### config.mk
export PLATFORM = sky130hd
export DESIGN_NAME = e3_alarm_irq
export DESIGN_NICKNAME = d
export VERILOG_FILES = /design/src/rtl/e3_irq_pkg.sv /design/src/rtl/level_change_det.sv /design/src/rtl/sticky_bank.sv /design/src/rtl/reg_read_port.sv /design/src/rtl/e3_alarm_irq.sv
export SDC_FILE = /design/constraint.sdc
export NUM_CORES = 1
export LEC_CHECK = 0
export BUFFER_PORTS_ARGS = -buffer_cell sky130_fd_sc_hd__buf_2
export CAP_MARGIN = 20
export CORE_MARGIN = 5
export CORE_UTILIZATION = 46
export CTS_CLUSTER_SIZE = 14
export DETAILED_ROUTE_END_ITERATION = 16
export PLACE_DENSITY = 0.85
export SLEW_MARGIN = 15
export SYNTH_ARGS = -nofsm -noshare
export SYNTH_HDL_FRONTEND = slang
export SYNTH_SLANG_ARGS = --single-unit
### constraint.sdc
create_clock -name clk -period 2.9 [get_ports clk]
set_input_delay 0.58 -clock clk [delete_from_list [all_inputs] [get_ports clk]]
set_output_delay 0.58 -clock clk [all_outputs]
set_load 0.01 [all_outputs]
### src/rtl/e3_irq_pkg.sv
package e3_irq_pkg;

    localparam int ADDR_W = 8;
    localparam int DATA_W = 8;
    localparam int N_LVL  = 3;
    localparam int ST1_W  = 5;
    localparam int ST2_W  = 6;

    // Register one, MSB first: cofa(4) oof(3) lof(2) los(1) ais(0)
    typedef struct packed {
        logic cofa;
        logic oof;
        logic lof;
        logic los;
        logic ais;
    } st1_t;

    // Register two content (reserved bits inserted when packing)
    typedef struct packed {
        logic ttb;
        logic febe;
        logic ferf;
        logic bip;
        logic fbyte;
        logic pldmis;
    } st2_t;

    typedef enum logic [1:0] {
        SEL_NONE,
        SEL_LIVE,
        SEL_ST1,
        SEL_ST2
    } rsel_e;

    function automatic logic [DATA_W-1:0] pack_st1(input st1_t s);
        return {3'b000, s};
    endfunction

    function automatic logic [DATA_W-1:0] pack_st2(input st2_t s);
        return {1'b0, s.ttb, 1'b0, s.febe, s.ferf, s.bip, s.fbyte, s.pldmis};
    endfunction

    function automatic logic [DATA_W-1:0] pack_live(input logic ais, input logic los);
        return {ais, los, 6'b000000};
    endfunction

endpackage

### src/rtl/level_change_det.sv
module level_change_det #(
    parameter int N = 3
) (
    input  logic         clk,
    input  logic         rst,
    input  logic [N-1:0] lvl_i,
    output logic [N-1:0] lvl_q_o,
    output logic [N-1:0] chg_o
);
    for (genvar g = 0; g < N; g++) begin : g_bit
        logic prev_q;
        always_ff @(posedge clk) begin
            if (rst) prev_q <= 1'b0;
            else     prev_q <= lvl_i[g];
        end
        assign lvl_q_o[g] = prev_q;
        assign chg_o[g]   = lvl_i[g] ^ prev_q;
    end
endmodule

### src/rtl/sticky_bank.sv
module sticky_bank #(
    parameter int W = 5
) (
    input  logic         clk,
    input  logic         rst,
    input  logic [W-1:0] set_i,
    input  logic         clr_i,
    output logic [W-1:0] q_o
);
    logic [W-1:0] q;

    always_ff @(posedge clk) begin
        if (rst) q <= '0;
        else     q <= (q & ~{W{clr_i}}) | set_i;
    end

    assign q_o = q;


    sticky_hold_chk: assert property (@(posedge clk) disable iff (rst)
        !clr_i |=> ((q_o & $past(q_o)) == $past(q_o)));


    set_capture_chk: assert property (@(posedge clk) disable iff (rst)
        (|set_i) |=> ((q_o & $past(set_i)) == $past(set_i)));


    read_clear_chk: assert property (@(posedge clk) disable iff (rst)
        (clr_i && set_i == '0) |=> (q_o == '0));


    set_wins_chk: assert property (@(posedge clk) disable iff (rst)
        (clr_i && (|set_i)) |=> (q_o == $past(set_i)));
endmodule

### src/rtl/reg_read_port.sv
module reg_read_port
    import e3_irq_pkg::*;
#(
    parameter logic [ADDR_W-1:0] A_LIVE = 8'h11,
    parameter logic [ADDR_W-1:0] A_ST1  = 8'h14,
    parameter logic [ADDR_W-1:0] A_ST2  = 8'h15
) (
    input  logic              clk,
    input  logic              rst,
    input  logic              rd_en_i,
    input  logic [ADDR_W-1:0] rd_addr_i,
    input  logic [DATA_W-1:0] live_i,
    input  logic [DATA_W-1:0] st1_i,
    input  logic [DATA_W-1:0] st2_i,
    output logic              clr1_o,
    output logic              clr2_o,
    output logic [DATA_W-1:0] rd_data_o
);
    rsel_e             sel;
    logic [DATA_W-1:0] mux;

    always_comb begin
        if      (rd_addr_i == A_LIVE) sel = SEL_LIVE;
        else if (rd_addr_i == A_ST1)  sel = SEL_ST1;
        else if (rd_addr_i == A_ST2)  sel = SEL_ST2;
        else                          sel = SEL_NONE;
    end

    always_comb begin
        case (sel)
            SEL_LIVE: mux = live_i;
            SEL_ST1:  mux = st1_i;
            SEL_ST2:  mux = st2_i;
            default:  mux = '0;
        endcase
    end

    assign clr1_o = rd_en_i && (sel == SEL_ST1);
    assign clr2_o = rd_en_i && (sel == SEL_ST2);

    always_ff @(posedge clk) begin
        if (rst)          rd_data_o <= '0;
        else if (rd_en_i) rd_data_o <= mux;
        else              rd_data_o <= '0;
    end


    st2_reserved_chk: assert property (@(posedge clk) disable iff (rst)
        (rd_en_i && rd_addr_i == A_ST2) |=> (rd_data_o[7] == 1'b0 && rd_data_o[5] == 1'b0));
endmodule

### src/rtl/e3_alarm_irq.sv
module e3_alarm_irq
    import e3_irq_pkg::*;
#(
    parameter logic [ADDR_W-1:0] A_LIVE = 8'h11,
    parameter logic [ADDR_W-1:0] A_ST1  = 8'h14,
    parameter logic [ADDR_W-1:0] A_ST2  = 8'h15
) (
    input  logic              clk,
    input  logic              rst,
    input  logic              los_i,
    input  logic              ais_i,
    input  logic              oof_i,
    input  logic              cofa_evt_i,
    input  logic              lof_decl_evt_i,
    input  logic              infrm_evt_i,
    input  logic              ttb_evt_i,
    input  logic              febe_evt_i,
    input  logic              ferf_evt_i,
    input  logic              bip_err_evt_i,
    input  logic              fbyte_err_evt_i,
    input  logic              pld_mis_evt_i,
    input  logic [DATA_W-1:0] irq_en1_i,
    input  logic [DATA_W-1:0] irq_en2_i,
    input  logic              rd_en_i,
    input  logic [ADDR_W-1:0] rd_addr_i,
    output logic [DATA_W-1:0] rd_data_o,
    output logic              irq_o
);
    // level bit order: [2]=oof [1]=los [0]=ais
    logic [N_LVL-1:0] lvl_q;
    logic [N_LVL-1:0] lvl_chg;
    st1_t             set1, q1;
    st2_t             set2, q2;
    logic             clr1, clr2;
    logic [DATA_W-1:0] st1_byte, st2_byte, live_byte;

    level_change_det #(.N(N_LVL)) u_lvl (
        .clk     (clk),
        .rst     (rst),
        .lvl_i   ({oof_i, los_i, ais_i}),
        .lvl_q_o (lvl_q),
        .chg_o   (lvl_chg)
    );

    always_comb begin
        set1.cofa = cofa_evt_i;
        set1.oof  = lvl_chg[2];
        set1.lof  = lof_decl_evt_i | infrm_evt_i;
        set1.los  = lvl_chg[1];
        set1.ais  = lvl_chg[0];

        set2.ttb    = ttb_evt_i;
        set2.febe   = febe_evt_i;
        set2.ferf   = ferf_evt_i;
        set2.bip    = bip_err_evt_i;
        set2.fbyte  = fbyte_err_evt_i;
        set2.pldmis = pld_mis_evt_i;
    end

    sticky_bank #(.W(ST1_W)) u_st1 (
        .clk   (clk),
        .rst   (rst),
        .set_i (set1),
        .clr_i (clr1),
        .q_o   (q1)
    );

    sticky_bank #(.W(ST2_W)) u_st2 (
        .clk   (clk),
        .rst   (rst),
        .set_i (set2),
        .clr_i (clr2),
        .q_o   (q2)
    );

    assign st1_byte  = pack_st1(q1);
    assign st2_byte  = pack_st2(q2);
    assign live_byte = pack_live(lvl_q[0], lvl_q[1]);

    reg_read_port #(.A_LIVE(A_LIVE), .A_ST1(A_ST1), .A_ST2(A_ST2)) u_rd (
        .clk       (clk),
        .rst       (rst),
        .rd_en_i   (rd_en_i),
        .rd_addr_i (rd_addr_i),
        .live_i    (live_byte),
        .st1_i     (st1_byte),
        .st2_i     (st2_byte),
        .clr1_o    (clr1),
        .clr2_o    (clr2),
        .rd_data_o (rd_data_o)
    );

    assign irq_o = (|(st1_byte & irq_en1_i)) | (|(st2_byte & irq_en2_i));
endmodule

==> metrics.yaml, run 1 <==
outcome:
  outcome: "completed"
pwr:
  comb_power_share_pct: 14.6
  p_sw_share_pct: 25.6
  p_leak_nw: 0.538
  clkPwrFrac_pct: 26.3
  p_int_mw: 0.396
  power.density_mw_per_mm2: 466
  vdd_drop_max_mv: 0.238
  seq_power_share_pct: 59.1
  switchingPower_mw: 0.136
cts:
  cts_buffers: 3
  post_cts_buffers: 0
  h-tree-depth: 1
  cts_hold_buf: 0
  worstSkewPairLatency_ns: 0.30
  cts_tree: "done"
  clock_sinks: 21
  clock_path_buffers: 2
  root_buffer: "clkbuf_4"
  ctsResizeCount: 0
  path_clk_slew_ns: 0.11
timing:
  skew_ns: 0.00460
  finalCritPeriodShare_pct: 67.6
  timing.setup.tns_ns: 0
  rsz0062_at_grt: "false"
  drv_slew: 0
  period_minus_slack_ns: 1.96
  setup_violations: 0
  hold_viol: 0
  fin_hold_ws_ns: 0.512
  max_clock_freq_mhz: 510
synth:
  synth_compound_area_share_pct: 16.3
  yosysUniqueCellTypes: 26
  synthSimpleGateAreaFrac_pct: 23.3
  synthCells: 91
  synthAdderAreaFrac_pct: 0
  avgSynthCellArea_um2: 9.97
  yosysSeqAreaShare_pct: 46.3
  ys_ff_latch: 21
  netlist_top_cells_area: "dfxtp_1 46%, nor2_1 9.1%, a211oi_1 7.4%"
  synth_nets: 130
  synth_xor_area_share_pct: 2.90
  synthMuxAreaShare_pct: 6.62
  synth_edf_count: 0
  synthFlopType: "dfxtp_1"
  async_reset_ff_share_pct: 0
  synth_top_area_share_pct: 46.3
  syn_area_um2: 907
  synth_top_area_cell: "dfxtp_1"
  synth_top_family_by_area: "simple AND/OR/NAND/NOR gates"
  ys_warn_count: 0
finish:
  drive_gt1_share_pct: 37.1
  regArea_um2: 420
  area_delta_synth_final_pct: 25.7
  fillers: 171
  num-nets-final: 172
  multi_input_area_um2: 449
  n_antenna_cell: 0
die:
  ioPinCount: 48
  coreArea_mm2: 0.00192
  core.rowCount: 16
  floorplan.initialDensity_pct: 47.2
  die_w_um: 54.4
  die_h_um: 54.4
  die_area_mm2: 0.00296
global_route:
  grt_usage_pct: 15.1
  grt_pass1_vias: 734
  grt_max_degree: 18
  gr-total-overflow: 0
  antenna_found_initial: 0
  grt_pass1_wl_um: 3060
placed_design:
  port_buffers: 41
  gp_congestion: 0.743
  post-dp-hpwl_um: 1670
critical_path:
  worstPathCellList: "buf_2 -> a22o_1 -> a221oi_1 -> nand3_1 -> buf_2"
  path_buf_inv: 2
  end_kind: "output port"
  crit_top_cell: "buf_2"
  crit_family: "compound AO/OA/AOI/OAI gates"
  path_class: "in -> out"
  worstPathRequired_ns: 2.32
  critical_path_arrival_ns: 1.38
  worst_path_max_delay_cell: "a22o_1"
  cp-start-kind: "input pin"
  cpPeakStageDelay_ns: 0.23
  worstPathMaxFanout: 1
route:
  drt_iter0_drc: 15
  drc: 0
  drt_pass1_iterations: 4
  avgViaCountPerCell: 4.96
  ant_nets: 0
  wirelength_um: 2040
  drt-wirelength-per-cell_um: 12.8
  detailroute.via_count: 789
flow_run:
  maxCapViolCount: 0
min_path:
  hp-class: "in -> reg"
## through the flow
step	total power [mW]	worst slack, ns	util (%)	instances	area, µm²
4_1_cts	0.532	0.936	59.3	159	1140
3_5_place_dp	0.399	0.943	57.9	155	1110
5_1_grt	0.558	0.846	59.3	159	1140
6_report	0.532	0.940	59.3	159	1140
2_1_floorplan	0.363	1.18	-	91	907
3_3_place_gp	0.395	0.944	57.9	155	1110
## final cells by class
cell class                      instances  area share [%]
Multi-Input combinational cell         65            39.4
Sequential cell                        21            36.9
Clock inverter                          1           0.439
Timing Repair Buffer                   41            18.0
Tap cell                               27            2.96
Inverter                                1           0.329
Clock buffer                            3            1.98
## final timing paths
kind | to | cells past startpoint | slack [ns] | start
worst min register to register | u_st2.q_o[2] | 2 | 0.53 | u_st2.q_o[2]
worst min-delay path | u_lvl.g_bit[1].prev_q | 2 | 0.51 | los_i
worst max-delay path | irq_o | 5 | 0.94 | irq_en1_i[0]
worst max register to register | u_st1.q_o[0] | 3 | 1.94 | u_lvl.g_bit[0].prev_q
## cell usage in the layout, fill, tap and decap left out, types with 2 or more instances in the layout
cell type  synthesis  layout
buf_2              0      41
clkbuf_4           0       3
nor2b_1            7       7
dfxtp_1           21      21
xor2_1             3       3
nor2_1            22      22
a211oi_1           9       9
a221oi_1           2       2
mux2i_1            6       6
a22o_1             2       2
## synthesized netlist by cell type, types with 2 or more instances
cell type and count:
mux2i_1 6, a221oi_1 2, nor2b_1 7, a22o_1 2, buf_4 2, a211oi_1 9
dfxtp_1 21, nor2_1 22, xor2_1 3
## flip-flops by register name, summed over array words and instances, names as in the netlist
| register | flops |
|---|---|
| u_st1.q_o | 5 |
| u_rd.rd_data_o | 7 |
| u_st2.q_o | 6 |
| u_lvl.g_bit.prev_q | 3 |
## power by group through the flow
| stage | Combinational (mW) | Clock, mW | Sequential, mW |
|---|---|---|---|
| finish | 0.0776 | 0.140 | 0.314 |
| global route | 0.0858 | 0.156 | 0.316 |
| detailed placement | 0.0780 | 0 | 0.321 |
| global placement | 0.0754 | 0 | 0.320 |
| CTS | 0.0784 | 0.139 | 0.314 |
| floorplan | 0.0462 | 0 | 0.317 |
## metal layers
metal | track usage, % | share of wire [%] | vias up
li1 | - | - | 407
met1 | 15.6 | 38 | 354
met2 | 27.7 | 55 | 24
met3 | 3.27 | 4.7 | 4
met4 | 8.71 | 1.8 | 0
met5 | 0 | 0 | -
## cells by family after synthesis
family / after synthesis
buffers and inverters: 5
AO/OA/AOI/OAI: 16
multiplexers: 6
other: 1
XOR/XNOR: 3
flip-flops: 21
AND/OR/NAND/NOR: 39
No activity file was read; power rests on OpenSTA's default activity.
==> run 2: changes to the inputs <==
--- a/config.mk
+++ b/config.mk
@@ -5,13 +5,14 @@
 export SDC_FILE = /design/constraint.sdc
 export NUM_CORES = 1
 export LEC_CHECK = 0
+export ABC_AREA = 1
 export BUFFER_PORTS_ARGS = -buffer_cell sky130_fd_sc_hd__buf_2
 export CAP_MARGIN = 20
 export CORE_MARGIN = 5
-export CORE_UTILIZATION = 46
+export CORE_UTILIZATION = 43
 export CTS_CLUSTER_SIZE = 14
 export DETAILED_ROUTE_END_ITERATION = 16
-export PLACE_DENSITY = 0.85
+export PLACE_DENSITY = 0.8
 export SLEW_MARGIN = 15
 export SYNTH_ARGS = -nofsm -noshare
 export SYNTH_HDL_FRONTEND = slang
==> constraint.sdc (replaced) <==
create_clock -name clk -period 1.9 [get_ports clk]
set_input_delay 0.38 -clock clk [delete_from_list [all_inputs] [get_ports clk]]
set_output_delay 0.38 -clock clk [all_outputs]
set_load 0.01 [all_outputs]
==> run 2 against run 1 <==
  * Global-route usage fell by 2.0 points
  * Final cell count rose by 18%
  * Clock-buffer cell count did not move
  * Clock power rose by 44%
  * Sequential share of layout area fell by 0.44 points
  * Die area rose by 5.9%
  * Power rose by 49%
  * Combinational power rose by 40%
  * Flip-flop and latch count did not move
  * Sequential power rose by 53%
  * Synthesized cell count rose by 30%
  * Largest cell class is now flip-flops and latches
==> metrics.yaml, run 2 <==
synth:
  syn_area_um2: 910  # +0.28%
  ys_ff_latch: 21  # unchanged
  netlist_top_cells_area: "dfxtp_1 46%, a21oi_1 9.9%, nand2_1 9.9%"
  synthCells: 118  # +30%
  async_reset_ff_share_pct: 0  # unchanged
  synth.most_common_cell: "nand2_1"
  yosysUniqueCellTypes: 19  # -27%
  synth_top_area_cell: "dfxtp_1"
  yosysSeqAreaShare_pct: 46.2  # -0.13 points
  ys_warn_count: 0  # unchanged
  synth_edf_count: 0  # unchanged
  avgSynthCellArea_um2: 7.71  # -23%
  synthFlopType: "dfxtp_1"
  synth_nets: 157  # +21%
  netlist_top_cells_count: "24 x nand2_1, 21 x dfxtp_1, 18 x a21oi_1, 16 x inv_1, 13 x nand3_1"
  synth_top_area_share_pct: 46.2  # -0.13 points
placed_design:
  dp_cells: 183  # +18%
  post-dp-hpwl_um: 1640  # -1.6%
  port_buffers: 41  # unchanged
  gp_congestion: 0.876  # +18%
critical_path:
  r2r_slack_ns: 1.17  # -0.77 ns
  startpoint: "u_st2.q_o[5]"
  setup.worst_path.end: "irq_o"
  worstPathRequired_ns: 1.52  # -0.80 ns
  cp-start-kind: "flop"
  r2r-start: "u_st1.q_o[3]"
  r2r-end: "u_rd.rd_data_o[3]"
  end_kind: "output port"
  worstPathMaxFanout: 3  # +2
  path_class: "reg -> out"
  reg2reg_depth: 2  # -1
  critical_path_arrival_ns: 1.15  # -0.23 ns
route:
  detailroute.via_count: 874  # +11%
  drt-wirelength-per-cell_um: 10.8  # -16%
  drt_iter0_drc: 18  # +3
  wirelength_um: 2010  # -1.3%
  ant_nets: 0  # unchanged
  drc: 0  # unchanged
  drt_pass1_iterations: 4  # unchanged
  avgViaCountPerCell: 4.67  # -5.8%
die:
  core.rowCount: 16  # unchanged
  die_h_um: 56.0  # +2.9%
  floorplan.initialDensity_pct: 45.9  # -1.3 points
  die_area_mm2: 0.00314  # +5.9%
  die_w_um: 56.0  # +2.9%
  ioPinCount: 48  # unchanged
  coreArea_mm2: 0.00198  # +3.1%
finish:
  num-nets-final: 200  # +16%
  largest-register: "u_rd.rd_data_o"
  fillers: 187  # +9.4%
  n_antenna_cell: 0  # unchanged
  area_delta_synth_final_pct: 26.8
  final_cell_mix: "41 x buf_2, 24 x nand2_1, 21 x dfxtp_1"
  largest_reg_flops: 7  # unchanged
  final_common_cell: "buf_2"
  final_cells: 187  # +18%
  drive_gt1_share_pct: 33.8  # -3.4 points
cts:
  clock_path_buffers: 2  # unchanged
  cts_buffers: 3  # unchanged
  root_buffer: "clkbuf_4"
  cts_tree: "done"
  worstSkewPairLatency_ns: 0.29  # about the same
  ctsResizeCount: 0  # unchanged
  h-tree-depth: 1  # unchanged
  clock_sinks: 21  # unchanged
  cts_hold_buf: 0  # unchanged
  post_cts_buffers: 0  # unchanged
  path_clk_slew_ns: 0.11  # about the same
global_route:
  grt_max_degree: 16  # -2
  antenna_found_initial: 0  # unchanged
  grt_usage_pct: 13.1  # -2.0 points
  grt_pass1_wl_um: 3390  # +11%
  gr-total-overflow: 0  # unchanged
  grt_pass1_vias: 860  # +17%
timing:
  timing.setup.tns_ns: 0  # unchanged
  finalCritPeriodShare_pct: 80.3
  setup_violations: 0  # unchanged
  drv_slew: 0  # unchanged
  hold_viol: 0  # unchanged
  rsz0062_at_grt: "false"
  period_minus_slack_ns: 1.53
  skew_ns: 0.00280  # -0.00179 ns
  max_clock_freq_mhz: 655
pwr:
  power.density_mw_per_mm2: 686  # +47%
  seq_power_share_pct: 60.6  # +1.5 points
  p_int_mw: 0.593  # +50%
  switchingPower_mw: 0.198  # +46%
  p_leak_nw: 0.572  # +6.5%
  comb_power_share_pct: 13.8  # -0.8 points
  clkPwrFrac_pct: 25.6  # -0.7 points
  p_sw_share_pct: 25.1  # -0.54 points
  vdd_drop_max_mv: 0.457  # +92%
flow_run:
  maxCapViolCount: 0  # unchanged
min_path:
  hold_start: "rd_addr_i[2]"
  hp-class: "in -> reg"
outcome:
  outcome: "completed"
-- run 2: cell count changes after synthesis, sizes merged, moves of 6 or more --
cell and change:
nor2 -14, a211oi -9, nand2 +25, inv +16, nand3 +14, nor2b -8, mux2i -6, a21oi +18
-- run 2: worst max-delay path, cell delays in order, from the launching register on --
cell	delay [ns]
dfxtp_1	0.35
a22o_1	0.22
nor2_1	0.09
nand2_1	0.05
buf_2	0.14
-- run 2: kinds of logic (layout without fill, tap and decap cells) --
kind of cell              count (synthesis)  in the layout  synth area share, %
and+or+nand+nor                          54             54                 30.1
DFF                                      21             21                 46.2
buffers and inverters                    20             62                 9.49
AOI/OAI and AO/OA                        19             19                 10.9
xor gates and xnor gates                  3              3                 2.89
other                                     1              1                0.412
-- run 2: worst min path at each step --
| stage | end | cells after the start |
|---|---|---|
| 2_1_floorplan | u_st2.q_o[4] | 2 |
| 3_3_place_gp | u_st1.q_o[1] | 2 |
| 3_5_place_dp | u_st1.q_o[1] | 2 |
| 4_1_cts | u_rd.rd_data_o[7] | 2 |
| 5_1_grt | u_rd.rd_data_o[7] | 2 |
| 6_report | u_rd.rd_data_o[7] | 2 |
-- run 2: metal layers --
layer | up-vias | part of all wire, % | global-route usage, %
li1 | 460 | - | -
met4 | 0 | 0.60 | 4.07
met3 | 2 | 6.9 | 3.48
met5 | - | 0 | 0
met1 | 383 | 41 | 15.0
met2 | 29 | 51 | 23.4
-- run 2: power by group through the flow --
stage          combinational [mW]  clock [mW]  sequential, mW
2_1_floorplan              0.0625           0           0.484
4_1_cts                     0.109       0.211           0.479
3_5_place_dp                0.109           0           0.489
5_1_grt                     0.124       0.227           0.482
3_3_place_gp                0.105           0           0.488
6_report                    0.109       0.202           0.480
-- run 2: layout make-up --
class | count | area (µm²) | share of cell area, %
Clock buffer | 3 | 22.5 | 1.95
Multi-Input combinational cell | 77 | 403 | 34.9
Tap cell | 27 | 33.8 | 2.93
Clock inverter | 1 | 5.00 | 0.434
Timing Repair Buffer | 41 | 205 | 17.8
Inverter | 17 | 63.8 | 5.53
Sequential cell | 21 | 420 | 36.4
-- run 2: through the flow --
stage | util [%] | total power, mW | instance area, µm² | hold WS [ns] | setup slack [ns]
3_5_place_dp | 56.8 | 0.598 | 1130 | 0.476 | 0.542
3_3_place_gp | 56.8 | 0.593 | 1130 | 0.471 | 0.546
4_1_cts | 58.2 | 0.799 | 1150 | 0.274 | 0.370
6_report | 58.2 | 0.791 | 1150 | 0.283 | 0.374
2_1_floorplan | - | 0.546 | 910 | 0.448 | 0.772
5_1_grt | 58.2 | 0.832 | 1150 | 0.266 | 0.312
==> run 3: changes to the inputs <==
==> constraint.sdc (replaced) <==
create_clock -name clk -period 1.5 [get_ports clk]
set_input_delay 0.3 -clock clk [delete_from_list [all_inputs] [get_ports clk]]
set_output_delay 0.3 -clock clk [all_outputs]
set_load 0.01 [all_outputs]
==> run 3 against run 2 <==
  * Design area grew 1.3%
  * Combinational power rose by 31%
  * Hold slack got worse by 0.084 ns
  * Clock skew is essentially flat
  * Wire length grew 2.2%
  * Non-clock buffer count is 1 higher
  * Sequential share of layout area decreased by 0.15 points
  * Register-to-register slack got worse by 0.39 ns
  * Utilization increased by 0.76 points
  * Largest cell class unchanged
==> metrics.yaml, run 3 (synthesis gave the netlist of run 2 again) <==
cts:
  path_clk_slew_ns: 0.11  # about the same
  ctsResizeCount: 0  # unchanged
  root_buffer: "clkbuf_4"
  h-tree-depth: 1  # unchanged
  post_cts_buffers: 0  # unchanged
  clock_path_buffers: 2  # unchanged
  cts_buffers: 3  # unchanged
  worstSkewPairLatency_ns: 0.30  # about the same
  cts_tree: "done"
  clock_sinks: 21  # unchanged
  cts_hold_buf: 0  # unchanged
pwr:
  p_leak_nw: 0.578  # +0.93%
  p_int_mw: 0.755  # +27%
  power.density_mw_per_mm2: 870  # +27%
  clkPwrFrac_pct: 26.0  # +0.4 points
  comb_power_share_pct: 14.0  # +0.2 points
  vdd_drop_max_mv: 0.602  # +32%
  switchingPower_mw: 0.261  # +32%
  p_sw_share_pct: 25.7  # +0.64 points
  seq_power_share_pct: 60.0  # -0.6 points
placed_design:
  gp_congestion: 0.898  # +2.5%
  dp_cells: 184  # +0.55%
  port_buffers: 41  # unchanged
  placed_cell_area_mm2: 0.00113  # +0.67%
  post-dp-hpwl_um: 1690  # +3.0%
finish:
  num-nets-final: 201  # +0.50%
  final_common_cell: "buf_2"
  post-route-cell-area_mm2: 0.00117  # +1.3%
  regArea_um2: 424  # +0.89%
  multi_input_area_um2: 407  # +0.93%
  fillers: 195  # +4.3%
  area_delta_synth_final_pct: 28.5
  final_cell_mix: "41 x buf_2, 24 x nand2_1, 18 x dfxtp_1"
  n_antenna_cell: 0  # unchanged
  drive_gt1_share_pct: 36.6  # +2.9 points
  largest_reg_flops: 7  # unchanged
  utilization_pct: 59.0  # +0.76 points
  largest-register: "u_rd.rd_data_o"
  final_cells: 188  # +0.53%
critical_path:
  cp-start-kind: "flop"
  path_class: "reg -> out"
  worstPathMaxFanout: 3  # unchanged
  worstPathRequired_ns: 1.20  # -0.32 ns
  critical_path_arrival_ns: 1.15  # about the same
  end_kind: "output port"
timing:
  rsz0062_at_grt: "true"
  setup_violations: 0  # unchanged
  fin_hold_ws_ns: 0.199  # -0.0838 ns
  finalCritPeriodShare_pct: 96.3
  hold_viol: 0  # unchanged
  timing.setup.tns_ns: 0  # unchanged
  drv_slew: 0  # unchanged
  max_clock_freq_mhz: 692
  period_minus_slack_ns: 1.45
  skew_ns: 0.00235  # -0.000453 ns
route:
  drc: 0  # unchanged
  drt-wirelength-per-cell_um: 10.9  # +1.6%
  detailroute.via_count: 908  # +3.9%
  avgViaCountPerCell: 4.83  # +3.3%
  drt_iter0_drc: 14  # -4
  ant_nets: 0  # unchanged
  drt_pass1_iterations: 4  # unchanged
  wirelength_um: 2060  # +2.2%
die:
  coreArea_mm2: 0.00198  # unchanged
  die_w_um: 56.0  # unchanged
  core.rowCount: 16  # unchanged
  floorplan.initialDensity_pct: 45.9  # unchanged
  ioPinCount: 48  # unchanged
  die_area_mm2: 0.00314  # unchanged
  die_h_um: 56.0  # unchanged
flow_run:
  maxCapViolCount: 0  # unchanged
global_route:
  grt_usage_pct: 13.3  # +0.18 points
  grt_max_degree: 16  # unchanged
  antenna_found_initial: 0  # unchanged
  gr-total-overflow: 0  # unchanged
  grt_pass1_wl_um: 3360  # -1.0%
  grt_pass1_vias: 834  # -3.0%
outcome:
  outcome: "completed"
min_path:
  hp-class: "in -> reg"
## run 3: changes by cell type in the layout (fill, tap and decap cells not counted)
| cell | delta |
|---|---|
| a21oi_1 | -1 |
| dfxtp_1 | -3 |
| a21oi_2 | +1 |
| dfxtp_2 | +3 |
| buf_4 | +1 |
## run 3: critical path, stage by stage, from the launching register on
cell and delay (ns):
dfxtp_2 0.35, a22o_1 0.21, nor2_1 0.10, nand2_1 0.06
buf_2 0.14
## run 3: per-layer routing
layer | track usage, % | vias up | wire (µm)
li1 | - | 465 | -
met1 | 15.3 | 403 | 808
met4 | 5.42 | 0 | 25
met3 | 4.41 | 4 | 144
met2 | 22.4 | 36 | 1080
met5 | 0 | - | 0
## run 3: path summary, 6_finish.rpt
| path | cells after the start | slack, ns | startpoint | end |
|---|---|---|---|---|
| setup / recovery | 4 | 0.05 | u_st2.q_o[5] | irq_o |
| hold / removal | 2 | 0.20 | rd_addr_i[2] | u_rd.rd_data_o[7] |
| setup reg to reg | 2 | 0.78 | u_st1.q_o[3] | u_rd.rd_data_o[3] |
| hold reg to reg | 2 | 0.49 | u_st1.q_o[2] | u_st1.q_o[2] |
## run 3: per-stage QoR
step                total power, mW  worst slack, ns
detailed placement            0.760            0.246
global route                   1.07          -0.0300
finish                         1.02           0.0548
CTS                            1.02           0.0406
global placement              0.753            0.275
floorplan                     0.692            0.489
## run 3: power by group through the flow
stage / Clock [mW] / Combinational, mW / Sequential [mW]
detailed placement: 0 / 0.140 / 0.620
finish: 0.264 / 0.143 / 0.609
CTS: 0.269 / 0.141 / 0.607
global route: 0.296 / 0.162 / 0.613
global placement: 0 / 0.135 / 0.619
floorplan: 0 / 0.0792 / 0.613
## run 3: area by class of cell
type / count / share of cell area [%]
Inverter: 17 / 5.46
Timing Repair Buffer: 42 / 18.2
Multi-Input combinational cell: 77 / 34.8
Clock inverter: 1 / 0.428
Sequential cell: 21 / 36.3
Tap cell: 27 / 2.89
Clock buffer: 3 / 1.93
